===== config.mk =====
export PLATFORM = sky130hd
export DESIGN_NAME = msgin_dec
export DESIGN_NICKNAME = d
export VERILOG_FILES = /design/src/rtl/msgin_pkg.sv /design/src/rtl/msgin_class.sv /design/src/rtl/msgin_evt_port.sv /design/src/rtl/msgin_dec.sv
export SDC_FILE = /design/constraint.sdc
export NUM_CORES = 1
export LEC_CHECK = 0
export BUFFER_PORTS_ARGS = -buffer_cell sky130_fd_sc_hd__buf_2
export CORE_ASPECT_RATIO = 0.8
export CORE_UTILIZATION = 25
export DETAILED_ROUTE_END_ITERATION = 10
export HOLD_SLACK_MARGIN = 0.15
export PLACE_DENSITY = 0.51
export SLEW_MARGIN = 20
export SYNTH_ARGS = -nofsm -noshare
export SYNTH_HDL_FRONTEND = slang
export SYNTH_SLANG_ARGS = --single-unit

===== constraint.sdc =====
create_clock -name clk_i -period 2.4 [get_ports clk_i]
set_input_delay 0.48 -clock clk_i [delete_from_list [all_inputs] [get_ports clk_i]]
set_output_delay 0.48 -clock clk_i [all_outputs]
set_load 0.05 [all_outputs]

===== src/rtl/msgin_pkg.sv =====
package msgin_pkg;
  typedef enum logic [2:0] {
    K_CMPL, K_EXT, K_PTR, K_DISC, K_REJ, K_IWR, K_BAD
  } kind_e;

  localparam logic [2:0] PH_MSGOUT = 3'b110;
  localparam logic [2:0] PH_MSGIN  = 3'b111;

  localparam logic [7:0] B_CMPL = 8'h00;
  localparam logic [7:0] B_EXT  = 8'h01;
  localparam logic [7:0] B_SAVE = 8'h02;
  localparam logic [7:0] B_REST = 8'h03;
  localparam logic [7:0] B_DISC = 8'h04;
  localparam logic [7:0] B_REJ  = 8'h07;
  localparam logic [7:0] B_IWR  = 8'h23;
  localparam logic [7:0] X_SYNC = 8'h01;
  localparam logic [7:0] X_WIDE = 8'h03;

  localparam int EV_ERR_CMPL  = 1;
  localparam int EV_ERR_PHASE = 4;
  localparam int EV_ERR_EXT   = 5;
  localparam int EV_REJECTED  = 10;
  localparam int EV_SYNC      = 11;
  localparam int EV_WIDE      = 15;
  localparam int EV_RESIDUE   = 16;

  localparam int ST_DISC = 3;
  localparam int ST_DONE = 4;
  localparam int RES_OK  = 0;
endpackage


===== src/rtl/msgin_class.sv =====
module msgin_class
  import msgin_pkg::*;
(
  input  logic [7:0] byte_i,
  output kind_e      kind_o
);
  always_comb begin
    unique case (byte_i)
      B_CMPL:         kind_o = K_CMPL;
      B_EXT:          kind_o = K_EXT;
      B_SAVE, B_REST: kind_o = K_PTR;
      B_DISC:         kind_o = K_DISC;
      B_REJ:          kind_o = K_REJ;
      B_IWR:          kind_o = K_IWR;
      default:        kind_o = K_BAD;
    endcase
  end
endmodule


===== src/rtl/msgin_evt_port.sv =====
module msgin_evt_port #(
  parameter int CW = 8
) (
  input  logic          clk_i,
  input  logic          rst_ni,
  input  logic          post_i,
  input  logic [CW-1:0] code_i,
  input  logic          ack_i,
  output logic          valid_o,
  output logic [CW-1:0] code_o,
  output logic          done_o
);
  logic pend_q;

  always_ff @(posedge clk_i or negedge rst_ni) begin
    if (!rst_ni) begin
      valid_o <= 1'b0;
      code_o  <= '0;
      pend_q  <= 1'b0;
    end else begin
      valid_o <= post_i;
      if (post_i) begin
        code_o <= code_i;
        pend_q <= 1'b1;
      end else if (pend_q && ack_i) begin
        pend_q <= 1'b0;
      end
    end
  end

  assign done_o = pend_q & ack_i;
endmodule


===== src/rtl/msgin_dec.sv =====
module msgin_dec
  import msgin_pkg::*;
#(
  parameter int CW    = 8,
  parameter int SW    = 3,
  parameter int RW    = 8,
  parameter int EXT_N = 4
) (
  input  logic               clk_i,
  input  logic               rst_ni,
  input  logic               start_i,
  input  logic [2:0]         phase_i,
  input  logic               req_i,
  input  logic [7:0]         rx_byte_i,
  input  logic               bus_free_i,
  input  logic               evt_ack_i,
  output logic               ack_o,
  output logic               atn_o,
  output logic [7:0]         dout_o,
  output logic               busy_o,
  output logic               done_o,
  output logic               st_upd_o,
  output logic [SW-1:0]      st_code_o,
  output logic               st_res_upd_o,
  output logic [RW-1:0]      st_res_o,
  output logic [8*EXT_N-1:0] ext_data_o,
  output logic               evt_valid_o,
  output logic [CW-1:0]      evt_code_o
);
  localparam int AW = $clog2(EXT_N);
  localparam int IW = $clog2(EXT_N + 1);

  typedef enum logic [3:0] {
    S_IDLE, S_GET, S_DECODE, S_EXT, S_EVT_POST, S_EVT_WAIT, S_WAIT_FREE,
    S_REJ_ATN, S_REJ_WAIT, S_REJ_REL, S_REJ_LOOP, S_DONE
  } state_e;

  state_e          state_q, get_ret_q, evt_ret_q;
  logic            first_q;
  logic [IW-1:0]   idx_q;
  logic [7:0]      msg_q;
  logic [7:0]      ext_q [EXT_N];
  logic [CW-1:0]   evt_code_q;
  logic [SW-1:0]   wf_code_q;
  kind_e           kind;
  logic            ev_post, ev_done;
  logic [7:0]      len;

  msgin_class u_class (.byte_i(msg_q), .kind_o(kind));

  msgin_evt_port #(.CW(CW)) u_evt (
    .clk_i  (clk_i),
    .rst_ni (rst_ni),
    .post_i (ev_post),
    .code_i (evt_code_q),
    .ack_i  (evt_ack_i),
    .valid_o(evt_valid_o),
    .code_o (evt_code_o),
    .done_o (ev_done)
  );

  assign ev_post = (state_q == S_EVT_POST);
  assign busy_o  = (state_q != S_IDLE);
  assign len     = ext_q[0];

  for (genvar g = 0; g < EXT_N; g++) begin : g_ext
    assign ext_data_o[8*g +: 8] = ext_q[g];
  end

  always_ff @(posedge clk_i or negedge rst_ni) begin
    if (!rst_ni) begin
      state_q      <= S_IDLE;
      get_ret_q    <= S_DECODE;
      evt_ret_q    <= S_DONE;
      first_q      <= 1'b0;
      idx_q        <= '0;
      msg_q        <= '0;
      evt_code_q   <= '0;
      wf_code_q    <= '0;
      ack_o        <= 1'b0;
      atn_o        <= 1'b0;
      dout_o       <= '0;
      done_o       <= 1'b0;
      st_upd_o     <= 1'b0;
      st_code_o    <= '0;
      st_res_upd_o <= 1'b0;
      st_res_o     <= '0;
      for (int i = 0; i < EXT_N; i++) ext_q[i] <= '0;
    end else begin
      done_o       <= 1'b0;
      st_upd_o     <= 1'b0;
      st_res_upd_o <= 1'b0;
      unique case (state_q)
        S_IDLE: if (start_i) begin
          idx_q     <= '0;
          first_q   <= 1'b1;
          get_ret_q <= S_DECODE;
          state_q   <= S_GET;
        end
        S_GET: if (req_i) begin
          if (phase_i != PH_MSGIN) begin
            evt_code_q <= CW'(EV_ERR_PHASE);
            evt_ret_q  <= S_DONE;
            state_q    <= S_EVT_POST;
          end else begin
            ack_o   <= 1'b1;
            first_q <= 1'b0;
            if (first_q) msg_q <= rx_byte_i;
            else begin
              if (32'(idx_q) < EXT_N) ext_q[idx_q[AW-1:0]] <= rx_byte_i;
              idx_q <= idx_q + 1'b1;
            end
            state_q <= get_ret_q;
          end
        end
        S_DECODE: begin
          unique case (kind)
            K_REJ: begin
              evt_code_q <= CW'(EV_REJECTED);
              evt_ret_q  <= S_DONE;
              state_q    <= S_EVT_POST;
            end
            K_PTR: state_q <= S_DONE;
            K_DISC, K_CMPL: begin
              ack_o     <= 1'b0;
              wf_code_q <= (kind == K_DISC) ? SW'(ST_DISC) : SW'(ST_DONE);
              state_q   <= S_WAIT_FREE;
            end
            K_IWR: begin
              ack_o      <= 1'b0;
              evt_code_q <= CW'(EV_RESIDUE);
              evt_ret_q  <= S_DONE;
              get_ret_q  <= S_EVT_POST;
              state_q    <= S_GET;
            end
            K_EXT: begin
              ack_o     <= 1'b0;
              get_ret_q <= S_EXT;
              state_q   <= S_GET;
            end
            default: begin
              evt_code_q <= CW'(EV_ERR_CMPL);
              evt_ret_q  <= S_DONE;
              state_q    <= S_EVT_POST;
            end
          endcase
        end
        S_EXT: begin
          if (idx_q == IW'(1)) begin
            if (len >= 8'd1 && len <= 8'd3) begin
              ack_o   <= 1'b0;
              state_q <= S_GET;
            end else begin
              evt_code_q <= CW'(EV_ERR_EXT);
              evt_ret_q  <= S_DONE;
              state_q    <= S_EVT_POST;
            end
          end else if (8'(idx_q) == len + 8'd1) begin
            evt_ret_q <= S_DONE;
            if (len == 8'd3 && ext_q[1] == X_SYNC) begin
              evt_code_q <= CW'(EV_SYNC);
              state_q    <= S_EVT_POST;
            end else if (len == 8'd2 && ext_q[1] == X_WIDE) begin
              evt_code_q <= CW'(EV_WIDE);
              state_q    <= S_EVT_POST;
            end else begin
              state_q <= S_REJ_ATN;
            end
          end else begin
            ack_o   <= 1'b0;
            state_q <= S_GET;
          end
        end
        S_EVT_POST: state_q <= S_EVT_WAIT;
        S_EVT_WAIT: if (ev_done) state_q <= evt_ret_q;
        S_WAIT_FREE: if (bus_free_i) begin
          st_upd_o     <= 1'b1;
          st_code_o    <= wf_code_q;
          st_res_upd_o <= (wf_code_q == SW'(ST_DONE));
          st_res_o     <= RW'(RES_OK);
          state_q      <= S_DONE;
        end
        S_REJ_ATN: begin
          atn_o   <= 1'b1;
          ack_o   <= 1'b0;
          state_q <= S_REJ_WAIT;
        end
        S_REJ_WAIT: if (req_i) begin
          if (phase_i != PH_MSGOUT) begin
            evt_code_q <= CW'(EV_ERR_PHASE);
            evt_ret_q  <= S_DONE;
            state_q    <= S_EVT_POST;
          end else begin
            atn_o   <= 1'b0;
            dout_o  <= B_REJ;
            ack_o   <= 1'b1;
            state_q <= S_REJ_REL;
          end
        end
        S_REJ_REL: begin
          ack_o   <= 1'b0;
          state_q <= S_REJ_LOOP;
        end
        S_REJ_LOOP: state_q <= (phase_i == PH_MSGOUT) ? S_REJ_ATN : S_DONE;
        S_DONE: begin
          ack_o   <= 1'b0;
          atn_o   <= 1'b0;
          done_o  <= 1'b1;
          state_q <= S_IDLE;
        end
        default: state_q <= S_IDLE;
      endcase
    end
  end
endmodule


==> impl_metrics.env, run 1 <==
export IMPL_numCtsBuffers=9
export IMPL_slew_viol_final=0
export IMPL_overflow=0
export IMPL_setup_violations_final=0
export IMPL_hold_path_class="input pin to async pin"
export IMPL_yosysTopAreaCell="dfrtp_1"
export IMPL_swShare_pct=41.0
export IMPL_diodes=0
export IMPL_peakVddDrop_uv=393
export IMPL_power_switching_mw=2.35
export IMPL_synth_common_cells="dfrtp_1, mux2_2, nand2_1, buf_4, nor2_1"
export IMPL_syn_avg_cell_area_um2=11.1
export IMPL_place_gp_congestion=0.881
export IMPL_intPower_mw=3.39
export IMPL_num_vias=2838
export IMPL_start_util_pct=26.1
export IMPL_busiest_layer="met2"
export IMPL_synthFlopType="dfrtp_1"
export IMPL_clk_pin_slew_ps=60
export IMPL_die_w_um=140
export IMPL_synthArstFlopShare_pct=100
export IMPL_grt_max_degree=37
export IMPL_p_leak_nw=2.30
export IMPL_synth_edf_count=0
export IMPL_dieArea_um2=15700
export IMPL_synth_seq_area_share_pct=46.7
export IMPL_final_area_um2=4710
export IMPL_fill_cells=1508
export IMPL_ant_nets=0
export IMPL_wl_um=9560
export IMPL_clk_latency_ps=340
export IMPL_synthesis_area_um2=3810
export IMPL_use_met1_pct=17.8
export IMPL_placed_cells=588
export IMPL_yosysMostFrequentCell="dfrtp_1"
export IMPL_ff2ff_setup_slack_ps=130
export IMPL_route_detailed_drc=0
export IMPL_max_freq_mhz=440
export IMPL_syn_to_final_growth_pct=23.7
export IMPL_die_y_um=112
export IMPL_period_minus_slack_ps=2270
export IMPL_synth_distinct_cells=59
export IMPL_final_cells=607
export IMPL_max_clock_path_buffers=2
export IMPL_synth_seq_cells=71
export IMPL_num_nets_final=443
export IMPL_fp_row_count=39
export IMPL_cts_sinks=71
export IMPL_fin_ws_ps=126
export IMPL_p_per_area_nw_per_um2=1220
export IMPL_cp_required_ps=2620
export IMPL_endpoint_kind="flop"
export IMPL_crit_type="flop to flop"
export IMPL_htree_levels=3
export IMPL_synth_cells=342
export IMPL_power_frac_seq_pct=31.6
export IMPL_maxCapViolCount=0
export IMPL_p_clk_share_pct=27.2
export IMPL_viasPerCell=4.68
export IMPL_yosys_top_cells_area="dfrtp_1, mux2_2, buf_4, ha_1, nand2_1"
export IMPL_start_kind="flop"
export IMPL_yosys_warnings=0
export IMPL_synth_top_cell_area_share_pct=46.0
export IMPL_first_pass_iters=4
export IMPL_use_met3_pct=1.79
export IMPL_hpwl_um=7000
export IMPL_period_share_pct=94.7
export IMPL_worstPathArrival_ps=2500
export IMPL_pwr_share_comb_pct=41.2
export IMPL_fin_skew_ps=7.51
export IMPL_core_area_um2=14600
export IMPL_drive_above_1_share_pct=39.0
export IMPL_cts_root_buf="clkbuf_16"
export IMPL_drtIter0Drc=86
export IMPL_wl_per_cell_um=15.7
export IMPL_num_io_pins=83
export IMPL_grt_usage_pct=12.9
export IMPL_pre_cts_slack_ps=56.9
export IMPL_worst_slew_pin_slew_ps=606
export IMPL_status="complete, no violations"
export IMPL_slew_headroom_pct=59.6
export IMPL_met2_usage_pct=19.9
export IMPL_post_dp_cell_area_um2=4330
export IMPL_grt_pass1_wl_um=15700
export IMPL_antenna_found_initial=0
export IMPL_cts_tree="yes"
export IMPL_portBuffers=66
export IMPL_crit_fanout=6
export IMPL_hold_violations=0
export IMPL_grt_pass1_vias=2887
-- worst paths after layout --
path,from,endpoint,cells after the start
setup / recovery,msg_q[3]$_DFFE_PN0P_,get_ret_q[2]$_DFFE_PN0P_,5
hold / removal,rst_ni,ext_data_o[11]$_DFFE_PN0P_,1
setup reg to reg,msg_q[3]$_DFFE_PN0P_,get_ret_q[2]$_DFFE_PN0P_,5
hold reg to reg,wf_code_q[1]$_DFFE_PN0P_,st_res_upd_o$_DFF_PN0_,1
max in group asynchronous,rst_ni,u_evt.code_o[3]$_DFFE_PN0P_,2
min in group clk_i,bus_free_i,state_q[1]$_DFFE_PN0P_,2
-- worst max-delay path, cell delays in order, from the launching register on --
cell and delay, ps:
dfrtp_1 380, or4_4 590, nor4b_4 440, mux2i_1 200, nor4_4 190, mux2_2 360
-- state kept, by name (all words and copies together) (netlist names) --
signal	flops
state_q	4
ack_o	1
idx_q	3
len	8
ext_data_o	24
msg_q	8
evt_code_q	4
dout_o	1
atn_o	1
get_ret_q	3
u_evt.pend_q	1
first_q	1
wf_code_q	2
done_o	1
u_evt.code_o	4
u_evt.valid_o	1
st_code_o	2
st_upd_o	1
st_res_upd_o	1
-- power groups by stage --
| stage | logic, mW | registers, mW | clock network [mW] |
|---|---|---|---|
| detailed placement | 2.32 | 1.83 | 0 |
| finish | 2.36 | 1.81 | 1.56 |
| floorplan | 1.52 | 2.09 | 0 |
| CTS | 2.34 | 1.82 | 1.60 |
| global route | 2.57 | 1.87 | 1.65 |
| global placement | 2.30 | 1.82 | 0 |
-- final cells by class --
| class | count | area (um2) | area share, % |
|---|---|---|---|
| tap | 184 | 230 | 4.89 |
| sequential | 71 | 1780 | 37.8 |
| timing repair buffer | 83 | 470 | 9.99 |
| clock buffer | 11 | 243 | 5.15 |
| multi-input combinational | 241 | 1840 | 39.0 |
| inverter | 12 | 45.0 | 0.956 |
| clock inverter | 5 | 106 | 2.26 |
-- logic make-up (layout without fill, tap and decap cells) --
family,count (synthesis),after routing,synth area share [%]
compound gates,54,54,9.43
xor+xnor,9,9,2.43
fa+ha+maj,8,8,2.63
buf+inv,45,111,6.80
flops,71,71,46.7
mux,56,56,16.4
other cells,1,16,0.0985
simple gates,98,98,15.5
-- through the flow --
| stage | power [mW] | setup TNS, ps | hold WS (ps) | util [%] |
|---|---|---|---|---|
| floorplan | 3.61 | 0 | 184 | - |
| global placement | 4.12 | 0 | 458 | 29.7 |
| detailed placement | 4.16 | 0 | 476 | 29.7 |
| CTS | 5.76 | 0 | 173 | 32.1 |
| global route | 6.09 | -0.193 | 203 | 32.3 |
| finish | 5.74 | 0 | 153 | 32.3 |
-- routing by layer --
layer,up-vias,wire length (um)
li1,1345,-
met1,1409,4590
met2,72,4440
met3,12,363
met4,0,163
met5,-,0
-- layout by cell type, fill, tap and decap left out, types with 6 or more instances in the layout --
| cell type | instances |
|---|---|
| clkbuf_16 | 9 |
| nand2b_1 | 7 |
| nor2_1 | 15 |
| o21ai_0 | 13 |
| mux2_2 | 50 |
| a21oi_1 | 10 |
| nand3_1 | 10 |
| buf_4 | 16 |
| xnor2_1 | 6 |
| ha_1 | 8 |
| nand2_1 | 22 |
| conb_1 | 16 |
| dfrtp_1 | 68 |
| inv_1 | 12 |
| nor3_1 | 6 |
| buf_2 | 66 |
-- repair_timing --
| action | CTS | global route |
|---|---|---|
| setup endpoints to repair | 0 | 6 |
| setup buffers | 0 | 3 |
| hold buffers | 0 | 0 |
| resized for setup | 0 | 3 |
Power figures use the tool's default switching activity.
==> run 2: changes to the inputs <==
--- a/config.mk
+++ b/config.mk
@@ -8,9 +8,11 @@
 export BUFFER_PORTS_ARGS = -buffer_cell sky130_fd_sc_hd__buf_2
 export CORE_ASPECT_RATIO = 0.8
 export CORE_UTILIZATION = 25
+export CTS_BUF_LIST = sky130_fd_sc_hd__clkbuf_8
 export DETAILED_ROUTE_END_ITERATION = 10
 export HOLD_SLACK_MARGIN = 0.15
 export PLACE_DENSITY = 0.51
+export SETUP_SLACK_MARGIN = 0.15
 export SLEW_MARGIN = 20
 export SYNTH_ARGS = -nofsm -noshare
 export SYNTH_HDL_FRONTEND = slang
==> run 2 against run 1 <==
Compared with the run above:
- die area stayed put
- clock skew is 2.3 ps higher
- utilization fell by 0.40 points
- flip-flop and latch count is the same
- critical path depth is 2 higher
- via count rose by 0.56%
- clock power fell by 26%
- hold slack gained 210 ps
- register-to-register slack improved by 70 ps
- global-route usage is essentially flat
- first-iteration DRC count rose by 67%
- sequential power is essentially flat
==> impl_metrics.env, run 2 (synthesized netlist as in run 1, its figures left out) <==
export IMPL_status="complete, no violations"
export IMPL_grt_usage_pct=12.9
export IMPL_p_leak_nw=2.30
export IMPL_rsz0062_at_grt="yes"
export IMPL_crit_type="flop to flop"
export IMPL_fill_cells=1526
export IMPL_overflow=0
export IMPL_numCtsBuffers=9
export IMPL_start_util_pct=26.1
export IMPL_diodes=0
export IMPL_largest_reg_flops=24
export IMPL_setup_violations_final=0
export IMPL_cts_tree="yes"
export IMPL_use_met1_pct=18.7
export IMPL_worstPathArrival_ps=2440
export IMPL_wl_per_cell_um=15.4
export IMPL_grt_max_degree=39
export IMPL_peakVddDrop_uv=352
export IMPL_hold_path_class="input pin to flop"
export IMPL_ant_nets=0
export IMPL_final_area_um2=4650
export IMPL_max_freq_mhz=453
export IMPL_met2_usage_pct=19.0
export IMPL_grt_pass1_wl_um=15700
export IMPL_cts_sinks=71
export IMPL_dieArea_um2=15700
export IMPL_busiest_layer="met2"
export IMPL_fin_skew_ps=9.82
export IMPL_final_cell_mix="dfrtp_1, buf_2, mux2_2"
export IMPL_hold_violations=0
export IMPL_slew_viol_final=0
export IMPL_drtIter0Drc=144
export IMPL_die_w_um=140
export IMPL_wl_um=9420
export IMPL_use_met3_pct=3.28
export IMPL_cp_required_ps=2640
export IMPL_worst_slew_pin_slew_ps=500
export IMPL_htree_levels=3
export IMPL_maxCapViolCount=0
export IMPL_start_kind="flop"
export IMPL_clk_latency_ps=350
export IMPL_num_nets_final=448
export IMPL_final_cells=612
export IMPL_post_dp_cell_area_um2=4340
export IMPL_route_detailed_drc=0
export IMPL_hpwl_um=7100
export IMPL_ff2ff_setup_slack_ps=190
export IMPL_core_area_um2=14600
export IMPL_fin_setup_tns_ps=0
export IMPL_portBuffers=66
export IMPL_drive_above_1_share_pct=40.0
export IMPL_placed_cells=589
export IMPL_clk_pin_slew_ps=80
export IMPL_period_share_pct=92.0
export IMPL_period_minus_slack_ps=2210
export IMPL_fp_row_count=39
export IMPL_slew_headroom_pct=66.7
export IMPL_viasPerCell=4.66
export IMPL_endpoint_kind="flop"
export IMPL_num_vias=2854
export IMPL_num_io_pins=83
export IMPL_crit_fanout=4
export IMPL_cts_root_buf="clkbuf_8"
export IMPL_first_pass_iters=4
export IMPL_layout_commonest_cell="dfrtp_1"
export IMPL_die_y_um=112
export IMPL_place_gp_congestion=0.851
export IMPL_antenna_found_initial=0
export IMPL_p_per_area_nw_per_um2=1160
export IMPL_grt_pass1_vias=2857
export IMPL_max_clock_path_buffers=2
export IMPL_design_power_total_mw=5.38
export IMPL_syn_to_final_growth_pct=22.1
run 2: what timing repair did:
item,CTS,global route
setup buffers,5,1
gates resized for setup,0,4
hold buffers,1,0
pin swaps,2,4
setup endpoints to repair,4,17
endpoints found under the hold margin,20,0
run 2: worst paths after layout:
check / from / depth (start not counted) / end
worst max-delay path: len[0]$_DFFE_PN0P_ / 7 / ack_o$_DFFE_PN0P_
worst min-delay path: bus_free_i / 2 / state_q[1]$_DFFE_PN0P_
worst max register to register: len[0]$_DFFE_PN0P_ / 7 / ack_o$_DFFE_PN0P_
worst min register to register: wf_code_q[1]$_DFFE_PN0P_ / 1 / st_res_upd_o$_DFF_PN0_
max in group asynchronous: rst_ni / 3 / get_ret_q[1]$_DFFE_PN1P_
min in group asynchronous: rst_ni / 2 / st_code_o[1]$_DFFE_PN0P_
run 2: per-layer routing:
layer / part of all wire, % / vias up / wire, um
met5: 0 / - / 0
met2: 44 / 83 / 4160
li1: - / 1344 / -
met1: 50 / 1419 / 4730
met3: 4.6 / 8 / 434
met4: 0.98 / 0 / 92
run 2: report_power, final:
part	switching, mW	internal (mW)
Combinational	1.52	0.895
Sequential	0.315	1.48
Clock	0.476	0.687
Total	2.31	3.07
run 2: area by class of cell:
cell class	instances	area [um2]	area share, %
repair buffers	88	510	11.0
inverters	12	45.0	0.968
clock inverters	7	115	2.47
well taps	184	230	4.95
multi-input cells	241	1850	39.7
clock buffers	9	124	2.66
flip-flops and latches	71	1780	38.3
run 2: critical path: stages (launching register included):
cell      delay (ps)
dfrtp_2          430
ha_1             250
xnor3_1          270
o21ai_0           80
a2111o_1         430
a211oi_2         250
nor3_1           100
mux2_2           280
run 2: per-stage QoR:
step / hold WS, ps / setup slack, ps / utilization [%]
final: 359 / 192 / 31.9
after global routing: 358 / 86.4 / 31.9
after CTS: 339 / 156 / 31.7
after detailed placement: 463 / 162 / 29.8
after global placement: 463 / 214 / 29.8
after floorplan: 184 / 182 / -
